<file path="config.mk">
export PLATFORM = sky130hd
export DESIGN_NAME = stipblit_engine
export DESIGN_NICKNAME = d
export VERILOG_FILES = /design/src/rtl/sbe_pkg.sv /design/src/rtl/sbe_decode.sv /design/src/rtl/sbe_seq.sv /design/src/rtl/sbe_memport.sv /design/src/rtl/stipblit_engine.sv
export SDC_FILE = /design/constraint.sdc
export NUM_CORES = 1
export LEC_CHECK = 0
export BUFFER_PORTS_ARGS = -buffer_cell sky130_fd_sc_hd__buf_4
export CORE_MARGIN = 2
export CORE_UTILIZATION = 40
export DETAILED_ROUTE_END_ITERATION = 8
export PLACE_DENSITY = 0.71
export SLEW_MARGIN = 15
export SYNTH_ARGS = -nofsm -noshare
export SYNTH_HDL_FRONTEND = slang
export SYNTH_HIERARCHICAL = 1
export SYNTH_SLANG_ARGS = --single-unit
</file>
<file path="constraint.sdc">
create_clock -name clk -period 5.75 [get_ports clk]
set_input_delay 0.8625 -clock clk [delete_from_list [all_inputs] [get_ports clk]]
set_output_delay 0.8625 -clock clk [all_outputs]
set_load 0.01 [all_outputs]
</file>
<file path="src/rtl/sbe_pkg.sv">
package sbe_pkg;
    localparam int WORD_W   = 32;
    localparam int PIX_BITS = 8;
    localparam int DEEP_W   = 24;
    localparam int SRC_W    = 24;
    localparam int RUN_W    = 5;
    localparam int RUN_LSB  = 24;

    typedef enum logic [2:0] {
        ST_IDLE,
        ST_STIP,
        ST_FILL,
        ST_COPY,
        ST_DRAIN
    } sbe_state_e;

    typedef enum logic [1:0] {
        OP_STIP,
        OP_FILL,
        OP_COPY
    } sbe_op_e;
endpackage

</file>
<file path="src/rtl/sbe_decode.sv">
module sbe_decode
    import sbe_pkg::*;
#(
    parameter int PIX_W = 20
) (
    input  logic [PIX_W+2:0]  addr,
    input  logic [WORD_W-1:0] wdata,
    input  logic              is_blit,
    output logic              is_exec,
    output sbe_op_e           op,
    output logic [PIX_W-1:0]  target,
    output logic [PIX_W-1:0]  src,
    output logic [RUN_W-1:0]  last
);
    logic [SRC_W-1:0] src_field;
    logic             unused_bits;

    assign unused_bits = ^{addr[1:0], wdata[WORD_W-1:RUN_LSB+RUN_W]};
    assign src_field   = wdata[SRC_W-1:0];
    assign is_exec     = addr[2];
    assign target      = addr[PIX_W+2:3];
    assign src         = src_field[PIX_W-1:0];
    assign last        = wdata[RUN_LSB +: RUN_W];

    always_comb begin
        if (!is_blit) begin
            op = OP_STIP;
        end else if (&src_field) begin
            op = OP_FILL;
        end else begin
            op = OP_COPY;
        end
    end
endmodule

</file>
<file path="src/rtl/sbe_seq.sv">
module sbe_seq
    import sbe_pkg::*;
#(
    parameter int PIX_W = 20
) (
    input  logic              clk,
    input  logic              rst_n,
    input  logic              wr,
    input  logic              is_exec,
    input  sbe_op_e           op,
    input  logic [PIX_W-1:0]  target,
    input  logic [PIX_W-1:0]  src,
    input  logic [RUN_W-1:0]  last,
    input  logic [WORD_W-1:0] wdata,
    input  logic              raw_in,
    input  logic              deep_in,
    output logic              busy,
    output logic              wr_fire,
    output logic [PIX_W-1:0]  wr_addr,
    output logic              wr_copy,
    output logic              wr_stip,
    output logic              rd_fire,
    output logic [PIX_W-1:0]  rd_addr,
    output logic [WORD_W-1:0] colour,
    output logic              deep,
    output logic              raw
);
    localparam logic [RUN_W-1:0] STIP_LAST = '1;

    sbe_state_e        state_q, state_d;
    logic [RUN_W-1:0]  idx_q, last_q;
    logic [PIX_W-1:0]  tgt_q, src_q, cp_addr_q, idx_ext;
    logic [WORD_W-1:0] mask_q, col_q;
    logic              deep_q, raw_q, cp_pend_q;
    logic              accept, at_last;

    assign busy    = (state_q != ST_IDLE);
    assign accept  = wr && !busy;
    assign idx_ext = PIX_W'(idx_q);
    assign at_last = (idx_q == last_q);
    assign colour  = col_q;
    assign deep    = deep_q;
    assign raw     = raw_q;

    // state register
    always_ff @(posedge clk) begin
        if (!rst_n) begin
            state_q <= ST_IDLE;
        end else begin
            state_q <= state_d;
        end
    end

    // transitions
    always_comb begin
        state_d = state_q;
        unique case (state_q)
            ST_IDLE: begin
                if (accept && is_exec) begin
                    unique case (op)
                        OP_STIP: state_d = ST_STIP;
                        OP_FILL: state_d = ST_FILL;
                        default: state_d = ST_COPY;
                    endcase
                end
            end
            ST_STIP:  if (at_last) state_d = ST_IDLE;
            ST_FILL:  if (at_last) state_d = ST_IDLE;
            ST_COPY:  if (at_last) state_d = ST_DRAIN;
            ST_DRAIN: state_d = ST_IDLE;
            default:  state_d = ST_IDLE;
        endcase
    end

    // operation context and run index
    always_ff @(posedge clk) begin
        if (!rst_n) begin
            idx_q     <= '0;
            last_q    <= '0;
            tgt_q     <= '0;
            src_q     <= '0;
            mask_q    <= '0;
            col_q     <= '0;
            deep_q    <= 1'b0;
            raw_q     <= 1'b0;
            cp_pend_q <= 1'b0;
            cp_addr_q <= '0;
        end else begin
            cp_pend_q <= (state_q == ST_COPY);
            cp_addr_q <= tgt_q + idx_ext;
            if (accept && !is_exec) begin
                col_q <= wdata;
            end
            if (accept && is_exec) begin
                idx_q  <= '0;
                last_q <= (op == OP_STIP) ? STIP_LAST : last;
                tgt_q  <= target;
                src_q  <= src;
                mask_q <= wdata;
                deep_q <= deep_in;
                raw_q  <= raw_in;
            end else if (state_q == ST_STIP || state_q == ST_FILL ||
                         state_q == ST_COPY) begin
                idx_q <= idx_q + 1'b1;
            end
        end
    end

    // per-state memory commands
    always_comb begin
        wr_fire = 1'b0;
        wr_addr = tgt_q + idx_ext;
        wr_copy = 1'b0;
        wr_stip = 1'b0;
        rd_fire = 1'b0;
        rd_addr = src_q + idx_ext;
        unique case (state_q)
            ST_IDLE: ;
            ST_STIP: begin
                wr_fire = mask_q[STIP_LAST - idx_q];
                wr_stip = 1'b1;
            end
            ST_FILL: wr_fire = 1'b1;
            ST_COPY: begin
                rd_fire = 1'b1;
                wr_fire = cp_pend_q;
                wr_addr = cp_addr_q;
                wr_copy = 1'b1;
            end
            ST_DRAIN: begin
                wr_fire = 1'b1;
                wr_addr = cp_addr_q;
                wr_copy = 1'b1;
            end
            default: ;
        endcase
    end
endmodule

</file>
<file path="src/rtl/sbe_memport.sv">
module sbe_memport
    import sbe_pkg::*;
#(
    parameter int PIX_W = 20
) (
    input  logic                wr_fire,
    input  logic [PIX_W-1:0]    wr_addr,
    input  logic                wr_copy,
    input  logic                wr_stip,
    input  logic                rd_fire,
    input  logic [PIX_W-1:0]    rd_addr,
    input  logic [WORD_W-1:0]   colour,
    input  logic                deep,
    input  logic                raw,
    input  logic [PIX_BITS-1:0] rdata8,
    input  logic [DEEP_W-1:0]   rdata24,
    input  logic [WORD_W-1:0]   rdatac,
    output logic                mem_rd,
    output logic [PIX_W-1:0]    mem_raddr,
    output logic                mem_we,
    output logic                mem_we_deep,
    output logic                mem_we_ctl,
    output logic [PIX_W-1:0]    mem_waddr,
    output logic [PIX_BITS-1:0] mem_wdata8,
    output logic [DEEP_W-1:0]   mem_wdata24,
    output logic [WORD_W-1:0]   mem_wdatac
);
    logic [WORD_W-1:0] ctl_colour;

    assign ctl_colour  = wr_stip ? colour : WORD_W'(colour[DEEP_W-1:0]);
    assign mem_rd      = rd_fire;
    assign mem_raddr   = rd_addr;
    assign mem_we      = wr_fire;
    assign mem_we_deep = wr_fire && deep;
    assign mem_we_ctl  = wr_fire && deep && raw;
    assign mem_waddr   = wr_addr;
    assign mem_wdata8  = wr_copy ? rdata8  : colour[PIX_BITS-1:0];
    assign mem_wdata24 = wr_copy ? rdata24 : colour[DEEP_W-1:0];
    assign mem_wdatac  = wr_copy ? rdatac  : ctl_colour;
endmodule

</file>
<file path="src/rtl/stipblit_engine.sv">
module stipblit_engine
    import sbe_pkg::*;
#(
    parameter int PIX_W = 20
) (
    input  logic                clk,
    input  logic                rst_n,
    input  logic                reg_wr,
    input  logic                reg_blit,
    input  logic                reg_raw,
    input  logic [PIX_W+2:0]    reg_addr,
    input  logic [WORD_W-1:0]   reg_wdata,
    input  logic                deep_mode,
    output logic                busy,
    output logic                mem_rd,
    output logic [PIX_W-1:0]    mem_raddr,
    input  logic [PIX_BITS-1:0] mem_rdata8,
    input  logic [DEEP_W-1:0]   mem_rdata24,
    input  logic [WORD_W-1:0]   mem_rdatac,
    output logic                mem_we,
    output logic                mem_we_deep,
    output logic                mem_we_ctl,
    output logic [PIX_W-1:0]    mem_waddr,
    output logic [PIX_BITS-1:0] mem_wdata8,
    output logic [DEEP_W-1:0]   mem_wdata24,
    output logic [WORD_W-1:0]   mem_wdatac
);
    logic              dec_exec;
    sbe_op_e           dec_op;
    logic [PIX_W-1:0]  dec_target, dec_src;
    logic [RUN_W-1:0]  dec_last;
    logic              s_wr_fire, s_wr_copy, s_wr_stip, s_rd_fire;
    logic [PIX_W-1:0]  s_wr_addr, s_rd_addr;
    logic [WORD_W-1:0] s_colour;
    logic              s_deep, s_raw;

    sbe_decode #(.PIX_W(PIX_W)) u_dec (
        .addr    (reg_addr),
        .wdata   (reg_wdata),
        .is_blit (reg_blit),
        .is_exec (dec_exec),
        .op      (dec_op),
        .target  (dec_target),
        .src     (dec_src),
        .last    (dec_last)
    );

    sbe_seq #(.PIX_W(PIX_W)) u_seq (
        .clk     (clk),
        .rst_n   (rst_n),
        .wr      (reg_wr),
        .is_exec (dec_exec),
        .op      (dec_op),
        .target  (dec_target),
        .src     (dec_src),
        .last    (dec_last),
        .wdata   (reg_wdata),
        .raw_in  (reg_raw),
        .deep_in (deep_mode),
        .busy    (busy),
        .wr_fire (s_wr_fire),
        .wr_addr (s_wr_addr),
        .wr_copy (s_wr_copy),
        .wr_stip (s_wr_stip),
        .rd_fire (s_rd_fire),
        .rd_addr (s_rd_addr),
        .colour  (s_colour),
        .deep    (s_deep),
        .raw     (s_raw)
    );

    sbe_memport #(.PIX_W(PIX_W)) u_mem (
        .wr_fire     (s_wr_fire),
        .wr_addr     (s_wr_addr),
        .wr_copy     (s_wr_copy),
        .wr_stip     (s_wr_stip),
        .rd_fire     (s_rd_fire),
        .rd_addr     (s_rd_addr),
        .colour      (s_colour),
        .deep        (s_deep),
        .raw         (s_raw),
        .rdata8      (mem_rdata8),
        .rdata24     (mem_rdata24),
        .rdatac      (mem_rdatac),
        .mem_rd      (mem_rd),
        .mem_raddr   (mem_raddr),
        .mem_we      (mem_we),
        .mem_we_deep (mem_we_deep),
        .mem_we_ctl  (mem_we_ctl),
        .mem_waddr   (mem_waddr),
        .mem_wdata8  (mem_wdata8),
        .mem_wdata24 (mem_wdata24),
        .mem_wdatac  (mem_wdatac)
    );
endmodule

</file>
# Word-level counts from Yosys, hierarchy flattened
# Cells that the tools add are included.
dict set report totals {
  ff_bits 140
  latchBits 0
  ramBits 0
  rom_bits 0
  in_bits 125
  output_inout_bits 109
  n_memories 0
}
dict set report op_classes {
  addsub 4
  mul 0
  n_div 0
  order_cmp 1
  n_eq_ne 9
  shifts 0
  muxes 19
  n_bitwise 1
  reduce_logical 18
}
# cell count
set ops {}
lappend ops {{32-bit two-way mux} 2}
lappend ops {{20-bit by 5-bit adder with 20-bit output} 2}
lappend ops {{24-bit two-way mux} 1}
lappend ops {{24-bit AND reduction} 1}
lappend ops {{20-bit two-way mux} 1}
lappend ops {{3-bit two-way mux} 3}
lappend ops {{3-bit case mux with 3 select lines} 1}
lappend ops {{8-bit two-way mux} 1}
lappend ops {{2-bit OR reduction} 4}
lappend ops {{3-bit by 2-bit equality test with 1-bit output, second input constant} 2}
lappend ops {{5-bit by 6-bit less-than comparator with 1-bit output, second input constant} 1}
lappend ops {{2-bit by 1-bit != test with 1-bit output, second input constant} 3}
lappend ops {{5-bit by 1-bit adder with 5-bit output, second input constant} 1}
lappend ops {{1-bit binary-select mux with 5-bit select} 1}
lappend ops {{5-bit equality test} 1}
lappend ops {{1-bit logical AND} 5}
lappend ops {{5-bit two-way mux} 1}
lappend ops {{5-bit subtractor, first input constant} 1}
lappend ops {{1-bit two-way mux} 4}
lappend ops {{2-bit two-way mux} 2}
lappend ops {{2-bit case mux with 2 select lines} 1}
lappend ops {{3-bit by 1-bit equality test with 1-bit output, second input constant} 1}
lappend ops {{3-bit equality test, second input constant} 1}
lappend ops {{3-bit zero test} 1}
lappend ops {{other kinds (8)} 10}

# Longest topological paths before layout
dict set report depth {
  depth_word 7
  depth_mapped 10
  ltp_nobuf 8
}

# Cells and area by module
# Netlist, hierarchy kept.
# mod instances cells_each area_each_um2 seq_area_each_um2
set by_module_without_submodules {}
lappend by_module_without_submodules {sbe_seq 1 787 6299.8 2802.7}
lappend by_module_without_submodules {sbe_memport 1 203 1074.8 0.0}
lappend by_module_without_submodules {sbe_decode 1 56 419.2 0.0}

# Least setup slack after synthesis
# OpenSTA, ideal clock, no wires.
dict set report synth_path {
  kind {flip-flop to output port}
  start {register u_seq.idx_q[1]}
  end {output mem_waddr[14]}
  t_arrival_ps 2433
  slack_ps 2454
  path_stages_with_launch 10
  n_path_buf 2
  cell_sequence {dfxtp_1 buf_2 inv_1 fa_1 and2b_1 o2111ai_2 and2_1 or3_1 a31oi_1 buf_4}
}
dict set report synth_between {
  elab_chain_len 2
}
# item line
set synth_lines {}
lappend synth_lines {{start, declared} sbe_seq.sv:31} ;# logic [RUN_W-1:0] idx_q, last_q;
lappend synth_lines {{start signal, assigned} sbe_seq.sv:104} ;# idx_q <= idx_q + 1'b1;
lappend synth_lines {{20-bit by 5-bit adder with 20-bit output} sbe_seq.sv:112} ;# wr_addr = tgt_q + idx_ext;
lappend synth_lines {{20-bit two-way mux} sbe_seq.sv:117} ;# unique case (state_q)
lappend synth_lines {{end, declared} stipblit_engine.sv:23} ;# output logic [PIX_W-1:0] mem_waddr,
# Every way passes these cells.

# Final worst setup path
dict set report layout_path {
  start {register u_seq.idx_q[0]}
  end {output mem_waddr[14]}
}
# The elaborated chain is that of the path after synthesis.

==> run summary <==
The number of H-tree levels is 4. The fraction of post-synthesis cell area in the top cell type by area is 0.360. The unique cell type count in the Yosys netlist came out at 57. The count of TritonRoute iterations in the first routing pass came out at 5. In this run the worst setup path terminates at mem_waddr[14]. The synthesis-to-layout area growth came out at 22.9%. The clock-pin slew on the worst setup and hold paths is 60 ps.

The max-cap violation count came out at 0. The synthesized area came out at 7790 um2. For the pin with the worst max-slew slack, the measured transition is 809 ps. The wire length on met1 came out at 9910 um. The most used flip-flop cell after synthesis is sky130_fd_sc_hd__dfxtp_1. The final routed DRC violation total came out at 0.

The total of buffers placed on input and output ports came out at 231. The peak fanout along the critical path is 12. Data on the critical path arrives at its endpoint at 3350 ps.

The repair_antennas step left the layout with diodes totalling 0. For the worst flop-to-flop path, the logic depth is 8. The async set-reset flop share out of synthesis is 0. The number of endpoints with negative hold slack in the final report came out at 0.

The kind of path behind the tightest hold check is flop to flop. In this run the post-CTS setup repair buffer count came out at 0. The count of mapped cells out of synthesis is 1046.

By count the netlist is led by 365 x sky130_fd_sc_hd__nand2_1, 140 x sky130_fd_sc_hd__dfxtp_1, 117 x sky130_fd_sc_hd__a21oi_1. The setup path with the least slack is of type flop to primary output. For this design the top-level I/O count stands at 234. The worst register-to-register path ends at u_seq/cp_addr_q[14]. The count of final max-slew check failures was 0. The count of nets left with antenna violations after detail routing came out at 0. The maximum number of pins on one net before global-route repair is 90. The most frequent cell after synthesis is sky130_fd_sc_hd__nand2_1. The run finished with clean final reports. In this run the worst setup path begins at u_seq/idx_q[0]. The power density over the cells came out at 331 nW/um2. The number of flops mapped to enable cells by yosys is 0. The congestion estimate from routability-driven global placement came to 0.786.

The initial utilization of the core area, before any placement, comes to 0.404. Using the TritonRoute via totals, the vias-per-cell ratio works out to 4.87. The number of buffers between clock root and the deepest sink came out at 2. Counting every net in the synthesized netlist gives 1184.

The horizontal die dimension is 144 um. The final setup violation count came out at 0. The highest metal layer carrying signal wires in the routed design is met4. The standard-cell row count is 51. The number of global-route vias before repair came out at 6528. The root buffer cell chosen for the clock tree is sky130_fd_sc_hd__clkbuf_16. The detailed-routed wire length on met2 is 10100 um. The worst reg-to-reg setup slack came out at 2990 ps.

The initial antenna violation count was 0. The relative max-transition margin is 0.461. Setup repair after global routing left no endpoint under its margin. The hold-fix buffer count after cts is 0. The quantity of gates resized following cts is 0.

The launch instance of the worst register-to-register path is u_seq/idx_q[0]. The final critical delay including setup and external delays came out at 4210 ps. For this run, the register share of the synthesized area comes to 0.360.

At the later pin of the worst-skew pair, clock insertion delay measures 420 ps. The number of vias in the routed layout came out at 6982. The leading area contributor after synthesis is sky130_fd_sc_hd__dfxtp_1.

The power consumption is 3.17 mW. The per-instance average area after synthesis is 7.45 um2. The final setup skew is 15.7 ps. STA classifies the critical path endpoint as a primary output.

In this run, the number of DRC markers left after iteration 0 of detailed routing was 422. The net total in the final layout is 1296. The share of post-route cells with drive strength above 1 is 0.254. Counting every sink on the clock net gives 140.

The final cycle utilization of the critical path is 0.732. The area of the core is 19300 um2. In the final timing run, aggregate negative setup slack is 0 ps. The total of flip-flops plus latches after synthesis came out at 140. The clock tree from TritonCTS is yes. The floorplan step set the die height to 144 um. The number of inserted filler cells in the final layout came out at 1909. Across every metal layer, demand over resource in global routing totals 0.209. The worst setup path is launched from a flop.

The first global-routing pass estimated 33900 um of wire. Summed over all nets, wire length on met3 after detailed routing comes to 1210 um. After global routing the overflow that remains totals 0.

Yosys printed 6 warnings. By area the synthesized netlist is led by sky130_fd_sc_hd__dfxtp_1 36%, sky130_fd_sc_hd__nand2_1 18%, sky130_fd_sc_hd__buf_4 8.9%, sky130_fd_sc_hd__a21oi_1 7.5%, sky130_fd_sc_hd__xnor2_1 3.3%. The final layout contains routed wiring with a total length of 21400 um. The die covers 20600 um2.

In the final routed layout, each cell accounts on average for 14.9 um. The data required time at the worst endpoint came out at 4890 ps. The worst IR drop on VDD came out at 0.226 mV.

The HPWL reported at the end of detailed placement is 15800 um. The leakage power is 4.20 nW. The number of buffers added by the clock tree synthesis step came out at 17. Timing would allow up to 238 MHz.
==> critical path, stage by stage, from the launching register on <==
cell and delay, ps:
sky130_fd_sc_hd__dfxtp_1 770, sky130_fd_sc_hd__ha_1 280, sky130_fd_sc_hd__inv_1 60, sky130_fd_sc_hd__fa_1 410, sky130_fd_sc_hd__and2b_1 250, sky130_fd_sc_hd__o2111ai_2 200, sky130_fd_sc_hd__and2_1 220, sky130_fd_sc_hd__or3_1 360
sky130_fd_sc_hd__a31oi_1 220, sky130_fd_sc_hd__buf_4 160
==> registers in the layout (all words and copies together) (netlist names) <==
signal,cells
u_seq/deep,1
u_seq/raw,1
u_seq/tgt_q,20
u_seq/mask_q,32
u_seq/state_q,3
u_seq/cp_addr_q,20
u_seq/cp_pend_q,1
u_seq/src_q,20
u_seq/last_q,5
u_seq/idx_q,5
u_seq/colour,32
==> layout by cell type, fill, tap and decap left out, drive strengths merged, types with 3 or more instances in the layout <==
master / count
a2111oi: 3
a211oi: 4
a21boi: 3
a21o: 4
a21oi: 119
a22o: 6
a31oi: 3
and2: 9
and3: 9
buf: 238
bufinv: 3
clkbuf: 21
clkinv: 5
clkinvlp: 3
dfxtp: 140
ha: 11
inv: 12
mux2i: 4
mux4: 8
nand2: 365
nand2b: 28
nand3: 10
nand3b: 3
nand4: 11
nor2: 37
nor2b: 4
nor3: 15
o211ai: 6
o21ai: 25
xnor2: 29
xor2: 13
==> logic make-up after synthesis <==
family                   count (synthesis)  synth area share
AND/OR/NAND/NOR                        500             0.277
AO/OA/AOI/OAI                          179             0.133
flip-flops                             140             0.360
buffers and inverters                  158             0.129
adder cells (fa/ha/maj)                 13            0.0228
XOR/XNOR                                42            0.0472
multiplexers                            14            0.0311
==> how the worst min path moves through the flow <==
stage,startpoint,endpoint,cells past startpoint
3_3_place_gp,u_seq/mask_q[24],u_seq/mask_q[24],2
4_1_cts,u_seq/raw,u_seq/raw,2
2_1_floorplan,u_seq/raw,u_seq/raw,2
5_1_grt,u_seq/mask_q[22],u_seq/mask_q[22],2
6_report,u_seq/raw,u_seq/raw,2
3_5_place_dp,u_seq/raw,u_seq/raw,2
==> where the power goes <==
group          total (mW)  leakage, nW  internal [mW]  switching (mW)
clock network        1.13        0.291          0.714           0.415
logic               0.870         2.77          0.389           0.481
registers            1.17         1.14           1.08          0.0925
==> cell type report <==
type                            count  area (um2)  area share
Clock buffer                       21         470      0.0491
Timing Repair Buffer              238        1790       0.187
Inverter                           13        52.6     0.00549
Tap cell                          265         332      0.0346
Multi-Input combinational cell    748        4000       0.417
Clock inverter                     10         140      0.0146
Sequential cell                   140        2800       0.293
==> per-stage QoR <==
stage	setup WS [ps]	instances	hold WS (ps)	utilization	instance area, um2
6_report	1540	1435	452	0.497	9580
4_1_cts	1470	1435	454	0.497	9580
3_3_place_gp	2000	1404	439	0.465	8970
3_5_place_dp	1950	1404	446	0.465	8970
5_1_grt	1280	1435	477	0.497	9580
2_1_floorplan	2450	1046	432	-	7790
==> metal layers <==
layer,track usage,vias to the layer above
li1,-,3562
met1,0.284,3166
met2,0.340,241
met3,0.0407,13
met4,0.0583,0
met5,0,-
(Power assumes the default switching activity.)
